<file path="config.mk">
export PLATFORM = sky130hd
export DESIGN_NAME = wb_byte_bridge
export DESIGN_NICKNAME = d
export VERILOG_FILES = /design/src/rtl/wbb_pkg.sv /design/src/rtl/wbb_decode.sv /design/src/rtl/wbb_regfile.sv /design/src/rtl/wbb_seq.sv /design/src/rtl/wb_byte_bridge.sv
export SDC_FILE = /design/constraint.sdc
export NUM_CORES = 1
export LEC_CHECK = 0
export BUFFER_PORTS_ARGS = -buffer_cell sky130_fd_sc_hd__buf_2
export CAP_MARGIN = 10
export CORE_MARGIN = 2
export CORE_UTILIZATION = 60
export CTS_BUF_LIST = sky130_fd_sc_hd__clkbuf_8 sky130_fd_sc_hd__clkbuf_16
export DETAILED_ROUTE_END_ITERATION = 8
export PLACE_DENSITY = 0.88
export SLEW_MARGIN = 10
export SYNTH_ARGS = -nofsm -noshare
export SYNTH_HDL_FRONTEND = slang
export SYNTH_SLANG_ARGS = --single-unit
</file>
<file path="constraint.sdc">
create_clock -name clk -period 9.19 [get_ports clk]
set_input_delay 0.919 -clock clk [delete_from_list [all_inputs] [get_ports clk]]
set_output_delay 0.919 -clock clk [all_outputs]
set_load 0.01 [all_outputs]
</file>
<file path="src/rtl/wbb_pkg.sv">
package wbb_pkg;

  typedef enum logic [1:0] {
    SEQ_IDLE = 2'd0,
    SEQ_RUN  = 2'd1,
    SEQ_DONE = 2'd2
  } seq_state_e;

  localparam int LANES = 4;

  // Reset value of register number idx.
  function automatic logic [7:0] reg_default(input int unsigned idx);
    reg_default = 8'hA5 ^ 8'(idx);
  endfunction

endpackage

</file>
<file path="src/rtl/wbb_decode.sv">
module wbb_decode #(
  parameter int OFF_W    = 8,
  parameter int NUM_REGS = 14,
  localparam int IDX_W   = (NUM_REGS > 1) ? $clog2(NUM_REGS) : 1
) (
  input  logic [OFF_W-1:0] off,
  output logic             hit,
  output logic [IDX_W-1:0] idx
);

  always_comb begin
    hit = (32'(off) < NUM_REGS);
    idx = IDX_W'(off);
  end

endmodule

</file>
<file path="src/rtl/wbb_regfile.sv">
module wbb_regfile
  import wbb_pkg::*;
#(
  parameter int NUM_REGS = 14,
  parameter int IDX_W    = 4
) (
  input  logic             clk,
  input  logic             rst_n,
  input  logic             wr_en,
  input  logic [IDX_W-1:0] wr_idx,
  input  logic [7:0]       wr_data,
  input  logic [IDX_W-1:0] rd_idx,
  output logic [7:0]       rd_data
);

  logic [NUM_REGS*8-1:0] flat;

  for (genvar g = 0; g < NUM_REGS; g++) begin : g_reg
    logic       load;
    logic [7:0] q;
    assign load = wr_en && (wr_idx == IDX_W'(g));
    always_ff @(posedge clk or negedge rst_n) begin
      if (!rst_n)    q <= reg_default(g);
      else if (load) q <= wr_data;
    end
    assign flat[g*8 +: 8] = q;
  end

  always_comb begin
    rd_data = 8'h00;
    for (int i = 0; i < NUM_REGS; i++) begin
      if (rd_idx == IDX_W'(i)) rd_data = flat[i*8 +: 8];
    end
  end

endmodule

</file>
<file path="src/rtl/wbb_seq.sv">
module wbb_seq
  import wbb_pkg::*;
#(
  parameter int OFF_W = 8
) (
  input  logic             clk,
  input  logic             rst_n,
  input  logic             start,
  input  logic [OFF_W-3:0] word_off,
  input  logic             we,
  input  logic [3:0]       sel,
  input  logic [31:0]      wdat,
  output logic             ack,
  output logic [31:0]      rdat,
  output logic             req,
  input  logic             gnt,
  output logic [OFF_W-1:0] acc_off,
  output logic             acc_we,
  output logic [7:0]       acc_wdata,
  input  logic [7:0]       acc_rdata
);

  seq_state_e       state_q, state_d;
  logic [1:0]       lane_q, lane_d;
  logic             capture_en;
  logic             rbuf_en;
  logic [OFF_W-3:0] base_q;
  logic             we_q;
  logic [3:0]       sel_q;
  logic [31:0]      wdat_q;
  logic [31:0]      rbuf_q, rbuf_d;

  // next state
  always_comb begin
    state_d    = state_q;
    lane_d     = lane_q;
    capture_en = 1'b0;
    rbuf_en    = 1'b0;
    rbuf_d     = rbuf_q;
    case (state_q)
      SEQ_IDLE: begin
        if (start) begin
          state_d    = SEQ_RUN;
          lane_d     = 2'd0;
          capture_en = 1'b1;
        end
      end
      SEQ_RUN: begin
        if (gnt) begin
          rbuf_en                 = 1'b1;
          rbuf_d[8*lane_q +: 8]   = acc_rdata;
          lane_d                  = lane_q + 2'd1;
          if (lane_q == 2'd3) state_d = SEQ_DONE;
        end
      end
      SEQ_DONE: state_d = SEQ_IDLE;
      default:  state_d = SEQ_IDLE;
    endcase
  end

  // registers
  always_ff @(posedge clk or negedge rst_n) begin
    if (!rst_n) begin
      state_q <= SEQ_IDLE;
      lane_q  <= 2'd0;
    end else begin
      state_q <= state_d;
      lane_q  <= lane_d;
    end
  end

  always_ff @(posedge clk or negedge rst_n) begin
    if (!rst_n) begin
      base_q <= '0;
      we_q   <= 1'b0;
      sel_q  <= 4'h0;
      wdat_q <= 32'h0;
    end else if (capture_en) begin
      base_q <= word_off;
      we_q   <= we;
      sel_q  <= sel;
      wdat_q <= wdat;
    end
  end

  always_ff @(posedge clk or negedge rst_n) begin
    if (!rst_n)       rbuf_q <= 32'h0;
    else if (rbuf_en) rbuf_q <= rbuf_d;
  end

  assign req       = (state_q == SEQ_RUN);
  assign ack       = (state_q == SEQ_DONE);
  assign rdat      = rbuf_q;
  assign acc_off   = {base_q, lane_q};
  assign acc_we    = we_q & sel_q[lane_q];
  assign acc_wdata = wdat_q[8*lane_q +: 8];

endmodule

</file>
<file path="src/rtl/wb_byte_bridge.sv">
module wb_byte_bridge
  import wbb_pkg::*;
#(
  parameter int              ADDR_W   = 32,
  parameter logic [31:0]     WIN_BASE = 32'h2600_0000,
  parameter int              OFF_W    = 8,
  parameter int              NUM_REGS = 14,
  localparam int             IDX_W    = (NUM_REGS > 1) ? $clog2(NUM_REGS) : 1
) (
  input  logic              clk,
  input  logic              rst_n,
  input  logic              wb_cyc_i,
  input  logic              wb_stb_i,
  input  logic              wb_we_i,
  input  logic [ADDR_W-1:0] wb_adr_i,
  input  logic [3:0]        wb_sel_i,
  input  logic [31:0]       wb_dat_i,
  output logic [31:0]       wb_dat_o,
  output logic              wb_ack_o,
  input  logic              ser_req_i,
  input  logic              ser_we_i,
  input  logic [OFF_W-1:0]  ser_addr_i,
  input  logic [7:0]        ser_wdata_i,
  output logic [7:0]        ser_rdata_o
);

  // reset: asserted asynchronously, released on a clock edge
  logic [1:0] rst_pipe;
  logic       rst_n_s;
  always_ff @(posedge clk or negedge rst_n) begin
    if (!rst_n) rst_pipe <= 2'b00;
    else        rst_pipe <= {rst_pipe[0], 1'b1};
  end
  assign rst_n_s = rst_pipe[1];

  // window decode
  logic in_win;
  logic start;
  logic [1:0] unused_adr_lsb;
  assign in_win         = (wb_adr_i[ADDR_W-1:OFF_W] == WIN_BASE[ADDR_W-1:OFF_W]);
  assign start          = wb_cyc_i & wb_stb_i & in_win;
  assign unused_adr_lsb = wb_adr_i[1:0];

  // sequencer
  logic             seq_req;
  logic             seq_gnt;
  logic [OFF_W-1:0] seq_off;
  logic             seq_we;
  logic [7:0]       seq_wdata;
  logic [7:0]       rd_byte;

  wbb_seq #(.OFF_W(OFF_W)) u_seq (
    .clk       (clk),
    .rst_n     (rst_n_s),
    .start     (start),
    .word_off  (wb_adr_i[OFF_W-1:2]),
    .we        (wb_we_i),
    .sel       (wb_sel_i),
    .wdat      (wb_dat_i),
    .ack       (wb_ack_o),
    .rdat      (wb_dat_o),
    .req       (seq_req),
    .gnt       (seq_gnt),
    .acc_off   (seq_off),
    .acc_we    (seq_we),
    .acc_wdata (seq_wdata),
    .acc_rdata (rd_byte)
  );

  // arbitration: serial port has priority
  logic [OFF_W-1:0] acc_off;
  logic             acc_wr;
  logic [7:0]       acc_wdata;
  always_comb begin
    seq_gnt = seq_req & ~ser_req_i;
    if (ser_req_i) begin
      acc_off   = ser_addr_i;
      acc_wr    = ser_we_i;
      acc_wdata = ser_wdata_i;
    end else begin
      acc_off   = seq_off;
      acc_wr    = seq_req & seq_we;
      acc_wdata = seq_wdata;
    end
  end

  // decode and storage
  logic             hit;
  logic [IDX_W-1:0] idx;
  logic [7:0]       rf_rdata;

  wbb_decode #(.OFF_W(OFF_W), .NUM_REGS(NUM_REGS)) u_dec (
    .off (acc_off),
    .hit (hit),
    .idx (idx)
  );

  wbb_regfile #(.NUM_REGS(NUM_REGS), .IDX_W(IDX_W)) u_rf (
    .clk     (clk),
    .rst_n   (rst_n_s),
    .wr_en   (acc_wr & hit),
    .wr_idx  (idx),
    .wr_data (acc_wdata),
    .rd_idx  (idx),
    .rd_data (rf_rdata)
  );

  assign rd_byte = hit ? rf_rdata : 8'h00;

  // serial read return register
  logic ser_rd_en;
  assign ser_rd_en = ser_req_i & ~ser_we_i;
  always_ff @(posedge clk or negedge rst_n_s) begin
    if (!rst_n_s)       ser_rdata_o <= 8'h00;
    else if (ser_rd_en) ser_rdata_o <= rd_byte;
  end

endmodule

</file>
== Word-level counts from Yosys, hierarchy flattened ==
Index checks and enable logic that the tools add are counted.

* Flip-flop bits (word level): 201
* Output and inout port bits: 41
* Logic and storage cells: 111

* Add/subtract/negate cells: 2
* Order comparisons: 2
* Equality and inequality tests: 20
* Shift-type cells: 3
* Multiplexer cells: 32
* Bitwise logic cells: 9
* Reduce and logical (&&, ||, !) cells: 20

{| class="wikitable"
|+ Operators with widths
! cell !! number
|-
| $mux W8 || 17
|-
| $neg A5 Y34 || 1
|-
| $shift A8 B34 Y32 const A || 1
|-
| $shiftx A8 B34 Y32 || 1
|-
| $bwmux W32 || 1
|-
| $shiftx A32 B6 Y8 || 1
|-
| $eq A24 B22 Y1 const B || 1
|-
| $eq A4 B4 Y1 const B || 6
|-
| $eq A4 B3 Y1 const B || 4
|-
| $logic_and A1 B1 Y1 || 14
|-
| $mux W2 || 5
|-
| $reduce_and A3 Y1 || 3
|-
| $eq A4 B2 Y1 const B || 2
|-
| $lt A8 B4 Y1 const B || 1
|-
| $pmux W2 S2 || 2
|-
| $and A1 B1 Y1 || 7
|-
| $mux W1 || 6
|-
| $eq A2 B2 Y1 const B || 2
|-
| $eq A4 B1 Y1 const B || 1
|-
| $logic_not A4 Y1 || 1
|-
| $ne A2 B1 Y1 const B || 2
|-
| $lt A2 B3 Y1 const B || 1
|-
| $add A2 B1 Y2 const B || 1
|-
| $bmux W1 S2 || 1
|-
| other kinds (5) || 6
|}

== Longest topological paths before layout ==
Gate-level depths: netlist of run 1.

* Word-level depth: 19
* Mapped depth: 11
* Gate-level depth less buffers: 6

== Hierarchy ==
A second synthesis of run 1 with hierarchy kept.

* Cells, all modules: 678
* Area total of the unflattened synthesis: 9557.9 um2

{| class="wikitable"
|+ By module, submodules not included
! module !! instances !! cells each !! area each (um2) !! sequential area each (um2)
|-
| wbb_regfile || 1 || 386 || 5332.6 || 2871.5
|-
| wbb_seq || 1 || 223 || 3409.5 || 1976.9
|-
| wb_byte_bridge || 1 || 63 || 772.0 || 250.2
|-
| wbb_decode || 1 || 6 || 43.8 || 0.0
|}

== Worst setup path before layout of run 1 ==
Ideal clock, no wire load.

* Kind: input port to flip-flop
* Start point: in ser_req_i
* End point: reg u_rf.g_reg[12].q[1]
* Library setup time: 0.125 ns
* Data arrival time: 2.694 ns
* Slack: 6.371 ns
* Stages on the path: 10
* Buffers on the path: 4
* Cell sequence: buf_6 and3b_4 or2_1 buf_6 a21oi_2 a21boi_4 buf_12 and2_4 buf_12 mux2_4

* Longest elaborated chain between the ends: 4

{| class="wikitable"
|+ Ends and longest elaborated chain
! item !! RTL line !! text
|-
| from (decl) || wb_byte_bridge.sv:20 || <nowiki>input logic ser_req_i,</nowiki>
|-
| $mux W8 || wb_byte_bridge.sv:76 || <nowiki>if (ser_req_i) begin</nowiki>
|-
| $lt A8 B4 Y1 || wbb_decode.sv:12 || <nowiki>hit = (32'(off) < NUM_REGS);</nowiki>
|-
| $and A1 B1 Y1 || wb_byte_bridge.sv:101 || <nowiki>.wr_en (acc_wr & hit),</nowiki>
|-
| $logic_and A1 B1 Y1 || wbb_regfile.sv:21 || <nowiki>assign load = wr_en && (wr_idx == IDX_W'(g));</nowiki>
|-
| to (signal assigned) || wbb_regfile.sv:23 || <nowiki>if (!rst_n) q <= reg_default(g);</nowiki>
|-
| to (signal assigned) || wbb_regfile.sv:24 || <nowiki>else if (load) q <= wr_data;</nowiki>
|-
| to (decl) || wbb_regfile.sv:20 || <nowiki>logic [7:0] q;</nowiki>
|}

Several ways; a longest one is shown, not always the timed one.
A chain may end at the register's enable or synchronous reset.

== Final worst setup path of run 1 ==
* Start point: in ser_req_i
* End point: reg u_rf.g_reg[13].q[0]

* Longest elaborated chain between the ends: 4

{| class="wikitable"
|+ Ends and longest elaborated chain
! item !! RTL line
|-
| $mux W8 || wb_byte_bridge.sv:76
|-
| $lt A8 B4 Y1 || wbb_decode.sv:12
|-
| $and A1 B1 Y1 || wb_byte_bridge.sv:101
|-
| $logic_and A1 B1 Y1 || wbb_regfile.sv:21
|-
| to (signal assigned) || wbb_regfile.sv:23
|-
| to (signal assigned) || wbb_regfile.sv:24
|-
| to (decl) || wbb_regfile.sv:20
|}

Several ways; a longest one is shown, not always the timed one.

==> summary.md, run 1 <==
| Metric | Value |
|---|---|
| Total Power | `about 2.5 mW` |
| Drt wl/cell | `22.7 um` |
| Htree depth | `1` |
| Worst-path clk slew | `0.06 ns` |
| DIE WIDTH | `134 um` |
| CP max FO | `between 50 and 60` |
| Post-DRT Antenna Nets | `0` |
| Worst Setup End Kind | `flip-flop` |
| Fmax | `around 240 MHz` |
| Iteration count of the initial detailed-routing pass | `5` |
| Critical Path Stages | `8` |
| Post-route cell area | `0.0116 mm^2` |
| Startpoint Class | `primary input` |
| Clock sink count | `approximately 200` |
| Setup_tns | `0 ns` |
| Final setup violation count | `0` |
| Fraction of layout cells with a size suffix above 1 | `0.439` |
| PnR worst setup slack | `approximately 5 ns` |
| Max incr delay on CP | `between 0.8 and 0.9 ns` |
| R2R cell count | `7` |
| Vias | `7905` |
| GPL Wtd Cong | `approximately 0.93` |
| Die ar. | `between 0.015 and 0.02 mm^2` |
| Max-slew headroom | `0.324` |
| IO Count | `around 130` |
| Mapped Nets | `944` |
| Avg Synthesized Cell Area | `roughly 12 um^2` |
| Sequential share of the synthesized area | `0.501` |
| Detailed Route WL | `~27000 um` |
| Grt ovf | `0` |
| Post-Syn Area | `slightly above 0.01 mm^2` |
| Worst Path Required | `approximately 9.6 ns` |
| Top delay family on crit path | `buffers and inverters` |
| HPWL after DPL | `between 15000 and 20000 um` |
| Skew final | `0.0112 ns` |
| Post-layout minimum cycle time | `just over 4 ns` |
| Syn Inst Count | `between 800 and 900` |
| Rows | `47` |
| Initial DRC Count | `between 700 and 800` |
| CP Data Arrival Time | `about 4.5 ns` |
| R2R Setup Slk | `5.72 ns` |
| Tightest Pin Transition | `1.01 ns` |
| Nets | `1056` |
| Core area | `0.0166 mm^2` |
| P&R area growth vs syn | `14.1%` |
| Yosys cell types | `76` |
| Hold Crit Class | `primary input to async pin` |
| Critical path's slowest cell | `mux2i_1` |
| Number of max-cap violations | `0` |
| Max Slew Vio Count | `0` |
| First-pass GRT wire length | `between 40000 and 50000 um` |
| Via density | `6.60` |
| Post-cts resize count | `0` |
| Yosys reg bits | `approximately 200` |
| CP Cell Sequence | `buf_2, buf_4, inv_1, mux2i_1, buf_4, nand2_1, nor2b_1, mux2_2` |
| IO Port Bufs | `~130` |
| Clock buffer count from CTS | `22` |
| DRC violation count after routing | `0` |
| Pwr dens | `between 200 and 250 mW/mm^2` |
| Final Hold Viols | `0` |
| Initial cell density of the core | `0.613` |
| Post-synth EDFFs | `0` |
| Fin cells | `1197` |
| Core Util, Final | `0.700` |
| Postcts setup bufs | `0` |
| Maximum VDD drop | `roughly 0.15 mV` |
| Critical path type | `primary input to flip-flop` |
| Run status | `complete, no violations` |
| RSZ-0062 raised after global routing | `no` |
| Gr usage total | `0.304` |
| Pleak | `5.40 nW` |
| Worst Path Buf+Inv | `4` |
| Dpl ws | `4.77 ns` |
| Root Driver | `clkbuf_16` |
| Largest net degree at the start of global routing | `between 70 and 80` |
| Die extent in y | `134 um` |
| Hold Buf Count CTS | `0` |
| Yosys warns | `0` |
| Vias in the first global route | `approximately 8000` |
| Hold WS | `around 0.19 ns` |
| Placed cells | `1156` |
| FFs w/ async S/R, synth | `1.00` |
| Initial antenna violation count | `0` |
| CTS tree | `done` |
| Placed Area | `around 0.011 mm^2` |
| Synth Flop Type | `dfrtp_1` |
| Period Utilization, post-route | `0.447` |
| Clock latency on the worst-skew pair | `0.50 ns` |
| Cell mode on critical path | `buf_4` |
| Longest Clk Path Bufs | `3` |
placed cells by master (no fill, tap or decap), types with 6 or more instances in the layout:
master	synthesis	layout
nand2_1	85	85
o31ai_1	10	10
nand4_1	10	10
buf_2	22	129
nand3_1	12	12
buf_4	5	11
clkinv_2	0	7
o22ai_1	8	8
o221ai_1	6	6
a211oi_1	13	13
nor3_1	10	10
mux2_4	12	12
mux4_2	10	10
a211o_1	6	6
nor2_1	22	22
mux2i_1	9	9
dfstp_2	55	55
nand2b_1	8	8
a21oi_1	28	28
and3_1	8	8
o21ai_0	40	40
dfrtp_1	146	145
nand3_4	9	9
mux2_2	147	147
clkbuf_16	0	23
nor2b_1	13	13
o21ai_1	7	7
inv_1	10	15
o211ai_1	14	14
a32o_1	9	9
cells in the mapped netlist, types with 4 or more instances:
cell      number  share of area
buf_4          5         0.0037
and3_1         8         0.0049
o21ai_0       40          0.020
mux2i_1        9         0.0089
a211o_1        6         0.0052
mux2_2       147           0.16
mux4_2        10          0.022
nand3_4        9          0.015
or3_1          4         0.0025
o22ai_1        8         0.0049
inv_1         10         0.0037
clkbuf_1      17         0.0063
buf_2         22          0.011
nand2_1       85          0.031
o31ai_1       10         0.0074
a22o_1         4         0.0034
o21a_1         5         0.0037
mux2_4        12          0.018
nand3_1       12         0.0059
and2_1         5         0.0031
a211oi_1      13         0.0096
dfstp_2       55           0.14
nor2_1        22         0.0081
nor4_1         5         0.0031
o211ai_1      14          0.010
a22oi_1        4         0.0030
nand4_1       10         0.0062
a21oi_1       28          0.014
nor3_1        10         0.0049
dfrtp_1      146           0.36
a32o_1         9         0.0089
o221ai_1       6         0.0052
nor2b_1       13         0.0080
a31oi_1        4         0.0025
o21ai_1        7         0.0034
ha_1           5         0.0062
nand2b_1       8         0.0049
worst paths after layout:
check	startpoint	endpoint
worst min register to register	rst_pipe[0]	rst_pipe[1]
min in group clk	rst_pipe[0]	rst_pipe[1]
worst max register to register	u_seq.lane_q[0]	u_rf.g_reg[13].q[0]
worst min-delay path	rst_n	rst_pipe[1]
max in group asynchronous	rst_pipe[1]	u_rf.g_reg[10].q[6]
worst max-delay path	ser_req_i	u_rf.g_reg[13].q[0]
where the power goes:
| part | internal (mW) | switching [mW] | leakage, nW | total [mW] |
|---|---|---|---|---|
| Clock | 0.517 | 0.362 | 0.373 | 0.879 |
| Combinational | 0.215 | 0.344 | 2.44 | 0.559 |
| Sequential | 1.00 | 0.0614 | 2.58 | 1.06 |
| Total | 1.73 | 0.767 | 5.40 | 2.50 |
cells by family (layout without fill, tap and decap cells):
group / after synthesis / count (layout) / synth area share
muxes: 181 / 181 / 0.216
DFF: 201 / 201 / 0.501
and+or+nand+nor: 214 / 214 / 0.117
buffers and inverters: 62 / 190 / 0.0328
adders and majority gates: 5 / 5 / 0.00615
other: 1 / 2 / 0.000369
AOI/OAI and AO/OA: 184 / 184 / 0.126
state kept, by name, indices dropped and copies added (netlist names):
| name | cells |
|---|---|
| u_rf.g.q | 112 |
| u_seq.rdat | 32 |
| u_seq.wdat_q | 32 |
| ser_rdata_o | 8 |
| u_seq.base_q | 6 |
| u_seq.sel_q | 4 |
| rst_pipe | 2 |
| u_seq.lane_q | 2 |
| u_seq.state_q | 2 |
| u_seq.we_q | 1 |
final cells by class:
type / instances / area (um^2)
Clock buffer: 24 / 589
Timing Repair Buffer: 140 / 728
Clock inverter: 16 / 129
Antenna cell: 1 / 2.50
Sequential cell: 201 / 5100
Inverter: 10 / 37.5
Fill cell: 1158 / 4970
Tap cell: 220 / 275
Multi-Input combinational cell: 585 / 4740
layer usage:
layer / up-vias / GRT usage / part of all wire
met5: - / 0 / 0
met4: 0 / 0.134 / 0.044
met3: 122 / 0.0506 / 0.099
met2: 514 / 0.496 / 0.48
met1: 3888 / 0.405 / 0.38
li1: 3381 / - / -
No activity file was read; power rests on OpenSTA's default activity.
==> run 2, diff against run 1 <==
--- a/config.mk
+++ b/config.mk
@@ -8,10 +8,10 @@
 export BUFFER_PORTS_ARGS = -buffer_cell sky130_fd_sc_hd__buf_2
 export CAP_MARGIN = 10
 export CORE_MARGIN = 2
-export CORE_UTILIZATION = 60
+export CORE_UTILIZATION = 58
 export CTS_BUF_LIST = sky130_fd_sc_hd__clkbuf_8 sky130_fd_sc_hd__clkbuf_16
 export DETAILED_ROUTE_END_ITERATION = 8
-export PLACE_DENSITY = 0.88
+export PLACE_DENSITY = 0.86
 export SLEW_MARGIN = 10
 export SYNTH_ARGS = -nofsm -noshare
 export SYNTH_HDL_FRONTEND = slang
==> constraint.sdc (replaced) <==
create_clock -name clk -period 3.84 [get_ports clk]
set_input_delay 0.384 -clock clk [delete_from_list [all_inputs] [get_ports clk]]
set_output_delay 0.384 -clock clk [all_outputs]
set_load 0.01 [all_outputs]
==> summary.md, run 2 (synthesis results as in run 1) <==
| Metric | Value |
|---|---|
| IO Count | `approximately 130` |
| Nets | `1075` |
| Post-layout minimum cycle time | `slightly below 3 ns` |
| First-pass GRT wire length | `~44000 um` |
| Run status | `complete, no violations` |
| Area of the multi-input gates | `approximately 0.0047 mm^2` |
| Gr usage total | `0.306` |
| Fin cells | `~1200` |
| CP Data Arrival Time | `3.32 ns` |
| Core area | `around 0.017 mm^2` |
| Final Hold Viols | `0` |
| Die ar. | `roughly 0.019 mm^2` |
| Post-DRT Antenna Nets | `0` |
| Period Utilization, post-route | `0.760` |
| Postcts setup bufs | `0` |
| Hold WS | `around 0.11 ns` |
| Final setup violation count | `0` |
| CTS tree | `done` |
| Worst-path clk slew | `around 0.07 ns` |
| Grt ovf | `0` |
| Htree depth | `1` |
| Critical path type | `flip-flop to flip-flop` |
| Skew final | `roughly 0.0095 ns` |
| Post-cts resize count | `0` |
| CP max FO | `13` |
| HPWL after DPL | `19300 um` |
| Commonest cells after routing, fill and taps aside | `mux2_2, dfrtp_1, buf_2, nand2_1, dfstp_2` |
| Vias | `around 8000` |
| DRC violation count after routing | `0` |
| N_diodes | `0` |
| Die extent in y | `around 140 um` |
| Iteration count of the initial detailed-routing pass | `6` |
| PnR worst setup slack | `slightly above 0.9 ns` |
| Max reg flops | `112` |
| Maximum VDD drop | `~0.34 mV` |
| Via density | `6.56` |
| Fraction of layout cells with a size suffix above 1 | `0.446` |
| Clk pwr share | `0.355` |
| Placed cells | `1180` |
| DIE WIDTH | `136 um` |
| Vias in the first global route | `around 8100` |
| Worst Path Required | `4.24 ns` |
| Longest Clk Path Bufs | `3` |
| Largest net degree at the start of global routing | `between 70 and 80` |
| Max-slew headroom | `0.339` |
| Dpl ws | `about 0.72 ns` |
| Fmax | `343 MHz` |
| Seq pwr share | `0.426` |
| Detailed Route WL | `around 28000 um` |
| Rows | `48` |
| IO Port Bufs | `129` |
| Layout fillers | `approximately 1200` |
| Initial DRC Count | `between 700 and 800` |
| P&R area growth vs syn | `16.0%` |
| Hold Buf Count CTS | `1` |
| Max Slew Vio Count | `0` |
| Root Driver | `clkbuf_16` |
| RSZ-0062 raised after global routing | `no` |
| Cell Int Power | `between 4 and 5 mW` |
| Initial cell density of the core | `0.590` |
| Seq. cell area | `0.00510 mm^2` |
| Clock sink count | `201` |
| GPL Wtd Cong | `around 0.96` |
| R2R cell count | `8` |
| Gate power share | `0.220` |
| Pwr dens | `approximately 500 mW/mm^2` |
| Worst Setup End Kind | `flip-flop` |
| Clock latency on the worst-skew pair | `0.51 ns` |
| Hold Crit Class | `primary input to flip-flop` |
| Pleak | `around 5.5 nW` |
| Most flop-heavy register | `u_rf.g.q` |
| Core Util, Final | `0.685` |
| Commonest non-fill, non-tap cell in the layout | `mux2_2` |
| Tightest Pin Transition | `0.992 ns` |
| Drt wl/cell | `between 20 and 25 um` |
| Setup_tns | `0 ns` |
| Initial antenna violation count | `0` |
| Sw power | `1.83 mW` |
| Number of max-cap violations | `0` |
| Startpoint Class | `flip-flop` |
| Clock buffer count from CTS | `21` |
| Switching Share | `0.300` |
| Cell depth of the worst hold path | `2` |
[run 2: cell types whose count changed in the layout (fill, tap and decap cells not counted)]
cell | previous run | this run
clkinv_2 | 7 | 1
clkbuf_8 | 1 | 2
clkbuf_16 | 23 | 21
bufinv_16 | 2 | 4
diode_2 | 1 | 0
inv_1 | 15 | 17
buf_12 | 0 | 2
clkinvlp_4 | 2 | 1
dlygate4sd3_1 | 0 | 1
inv_6 | 0 | 2
buf_4 | 11 | 28
[run 2: worst max-delay path, cell delays in order (launching register included)]
cell      delay (ns)
dfrtp_1         0.75
buf_4           0.30
nor2b_1         0.41
a21oi_1         0.08
a211o_1         0.31
a211oi_1        0.47
o41ai_2         0.11
buf_4           0.18
o21ai_0         0.20
[run 2: final cells by class]
class / count / area share
sequential: 201 / 0.432
multi-input combinational: 585 / 0.402
timing repair buffer: 160 / 0.0768
clock buffer: 23 / 0.0469
tap: 225 / 0.0239
clock inverter: 15 / 0.0149
inverter: 10 / 0.00318
[run 2: metrics by stage]
| stage | cell area, um^2 | total power, mW |
|---|---|---|
| 2_1_floorplan | 10200 | 3.46 |
| 3_3_place_gp | 11100 | 3.86 |
| 3_5_place_dp | 11100 | 3.91 |
| 4_1_cts | 11800 | 6.08 |
| 5_1_grt | 11800 | 6.32 |
| 6_report | 11800 | 6.08 |
[run 2: final timing paths]
path | start | endpoint | slack (ns)
min in group asynchronous | rst_n | rst_pipe[1] | 0.19
worst max-delay path | u_seq.lane_q[1] | u_seq.rdat[13] | 0.92
worst min-delay path | wb_dat_i[8] | u_seq.wdat_q[8] | 0.11
worst min register to register | rst_pipe[0] | rst_pipe[1] | 0.35
worst max register to register | u_seq.lane_q[1] | u_seq.rdat[13] | 0.92
max in group asynchronous | rst_pipe[1] | u_rf.g_reg[8].q[5] | 2.38
[run 2: metal layers]
metal / vias up / global-route usage / wire, um
met4: 0 / 0.134 / 1310
li1: 3415 / - / -
met3: 126 / 0.0608 / 2520
met5: - / 0 / 0
met1: 3973 / 0.390 / 10800
met2: 477 / 0.508 / 13300
[run 2: power by group through the flow]
stage          clock, mW  combinational (mW)  sequential (mW)
3_5_place_dp           0                1.30             2.62
6_report            2.16                1.34             2.59
3_3_place_gp           0                1.26             2.60
2_1_floorplan          0               0.876             2.58
5_1_grt             2.27                1.43             2.62
4_1_cts             2.18                1.31             2.58
==> run 3, diff against run 2 <==
--- a/config.mk
+++ b/config.mk
@@ -8,10 +8,10 @@
 export BUFFER_PORTS_ARGS = -buffer_cell sky130_fd_sc_hd__buf_2
 export CAP_MARGIN = 10
 export CORE_MARGIN = 2
-export CORE_UTILIZATION = 58
+export CORE_UTILIZATION = 53
 export CTS_BUF_LIST = sky130_fd_sc_hd__clkbuf_8 sky130_fd_sc_hd__clkbuf_16
 export DETAILED_ROUTE_END_ITERATION = 8
-export PLACE_DENSITY = 0.86
+export PLACE_DENSITY = 0.83
 export SLEW_MARGIN = 10
 export SYNTH_ARGS = -nofsm -noshare
 export SYNTH_HDL_FRONTEND = slang
==> constraint.sdc (replaced) <==
create_clock -name clk -period 2.35 [get_ports clk]
set_input_delay 0.235 -clock clk [delete_from_list [all_inputs] [get_ports clk]]
set_output_delay 0.235 -clock clk [all_outputs]
set_load 0.01 [all_outputs]
==> summary.md, run 3 (synthesis results as in run 1) <==
| Metric | Value |
|---|---|
| Initial cell density of the core | `0.542` |
| Worst Setup End Kind | `flip-flop` |
| RSZ-0062 raised after global routing | `yes` |
| Number of max-cap violations | `0` |
| Skew final | `between 0.015 and 0.02 ns` |
| Run status | `finished with violations` |
| Maximum VDD drop | `around 0.6 mV` |
| Via density | `between 6 and 7` |
| Fmax | `slightly above 400 MHz` |
| Core area | `0.0188 mm^2` |
| Root Driver | `clkbuf_16` |
| P&R area growth vs syn | `30.2%` |
| Rows | `50` |
| Largest net degree at the start of global routing | `127` |
| Longest Clk Path Bufs | `3` |
| Fraction of layout cells with a size suffix above 1 | `0.508` |
| Max Slew Vio Count | `0` |
| Max reg flops | `roughly 110` |
| Commonest cells after routing, fill and taps aside | `mux2_2, dfrtp_1, buf_2, buf_4, nand2_1` |
| Worst-path clk slew | `0.06 ns` |
| Vias in the first global route | `about 9000` |
| Failing checks | `negative setup slack` |
| Vias | `about 8800` |
| Initial DRC Count | `between 1000 and 1500` |
| Pwr dens | `~800 mW/mm^2` |
| PnR worst setup slack | `-0.0703 ns` |
| CTS tree | `done` |
| Tightest Pin Transition | `~0.73 ns` |
| IO Port Bufs | `~130` |
| N_diodes | `0` |
| Final setup violation count | `13` |
| DRC violation count after routing | `0` |
| Nets | `about 1200` |
| Dpl ws | `-0.235 ns` |
| Max-slew headroom | `0.515` |
| Hold WS | `0.0375 ns` |
| Worst Path Required | `2.76 ns` |
| Hold Crit Class | `primary input to async pin` |
| Post-layout minimum cycle time | `2.42 ns` |
| Final Hold Viols | `0` |
| Startpoint Class | `flip-flop` |
| Clock latency on the worst-skew pair | `about 0.52 ns` |
| Htree depth | `1` |
| Detailed Route WL | `roughly 32000 um` |
| Commonest non-fill, non-tap cell in the layout | `mux2_2` |
| Total Power | `10.6 mW` |
| Core Util, Final | `0.706` |
| Clock buffer count from CTS | `22` |
| Post-DRT Antenna Nets | `0` |
| Drt wl/cell | `23.5 um` |
| Layout fillers | `roughly 1200` |
| GPL Wtd Cong | `around 0.95` |
| Die extent in y | `143 um` |
| Setup_tns | `-0.483 ns` |
| First-pass GRT wire length | `approximately 50000 um` |
| Grt ovf | `0` |
| Most flop-heavy register | `u_rf.g.q` |
| IO Count | `132` |
| HPWL after DPL | `just over 20000 um` |
| Die ar. | `about 0.020 mm^2` |
| Gr usage total | `0.313` |
| Iteration count of the initial detailed-routing pass | `7` |
| CP Data Arrival Time | `approximately 2.8 ns` |
| CP max FO | `8` |
| DIE WIDTH | `~140 um` |
| Critical path type | `flip-flop to flip-flop` |
| Period Utilization, post-route | `1.03` |
| Initial antenna violation count | `0` |
| Pleak | `around 6.2 nW` |
| Clock sink count | `~200` |
-- run 3: cell types whose count changed in the layout (fill, tap and decap cells not counted), sizes merged --
cell and change:
clkbuf +3, clkinv +2, bufinv -2, buf +96
inv -2, dlygate4sd3 +43, clkinvlp +1
-- run 3: what timing repair did --
action                     4_1_cts  5_1_grt
buffers inserted                 3        1
hold buffers                    44        0
setup endpoints to repair       89      102
resized for setup               21       40
pin swaps                        8       18
hold endpoints to repair        45        0
-- run 3: metal layers --
| layer | GRT usage | wire (um) | vias up |
|---|---|---|---|
| li1 | - | - | 3686 |
| met1 | 0.382 | 11900 | 4373 |
| met2 | 0.530 | 15300 | 598 |
| met3 | 0.0525 | 2820 | 165 |
| met4 | 0.176 | 2150 | 0 |
| met5 | 0 | 0 | - |
-- run 3: worst paths after layout --
kind	startpoint	end	slack [ns]	cells after the start
setup / recovery	u_seq.lane_q[0]	u_seq.rdat[1]	-0.07	9
hold / removal	rst_n	rst_pipe[1]	0.04	2
setup reg to reg	u_seq.lane_q[0]	u_seq.rdat[1]	-0.07	9
hold reg to reg	rst_pipe[1]	u_rf.g_reg[5].q[4]	0.35	1
max in group asynchronous	rst_pipe[1]	u_seq.base_q[0]	1.34	1
min in group clk	ser_we_i	ser_rdata_o[2]	0.23	3
-- run 3: report_power, final --
group	internal, mW	switching (mW)
logic	1.34	1.58
clock network	2.08	1.43
registers	3.92	0.266
total	7.35	3.27
-- run 3: layout make-up --
type | instances | area, um^2 | area share
repair buffers | 299 | 2160 | 0.163
clock inverters | 14 | 116 | 0.00879
inverters | 10 | 37.5 | 0.00283
well taps | 234 | 293 | 0.0221
clock buffers | 26 | 617 | 0.0466
multi-input cells | 585 | 4910 | 0.371
flip-flops and latches | 201 | 5110 | 0.386
-- run 3: worst max-delay path, cell delays in order, from the launching register on --
cell,delay (ns)
dfrtp_2,0.42
buf_6,0.17
buf_4,0.15
and2b_2,0.19
a21oi_1,0.08
a211o_1,0.30
a211o_1,0.34
a32o_1,0.28
buf_4,0.18
o21ai_1,0.20
-- run 3: stage by stage --
stage	cell area (um^2)	cells
floorplan	10200	848
global placement	11800	1281
detailed placement	11800	1281
CTS	13100	1368
global route	13200	1369
finish	13200	1369
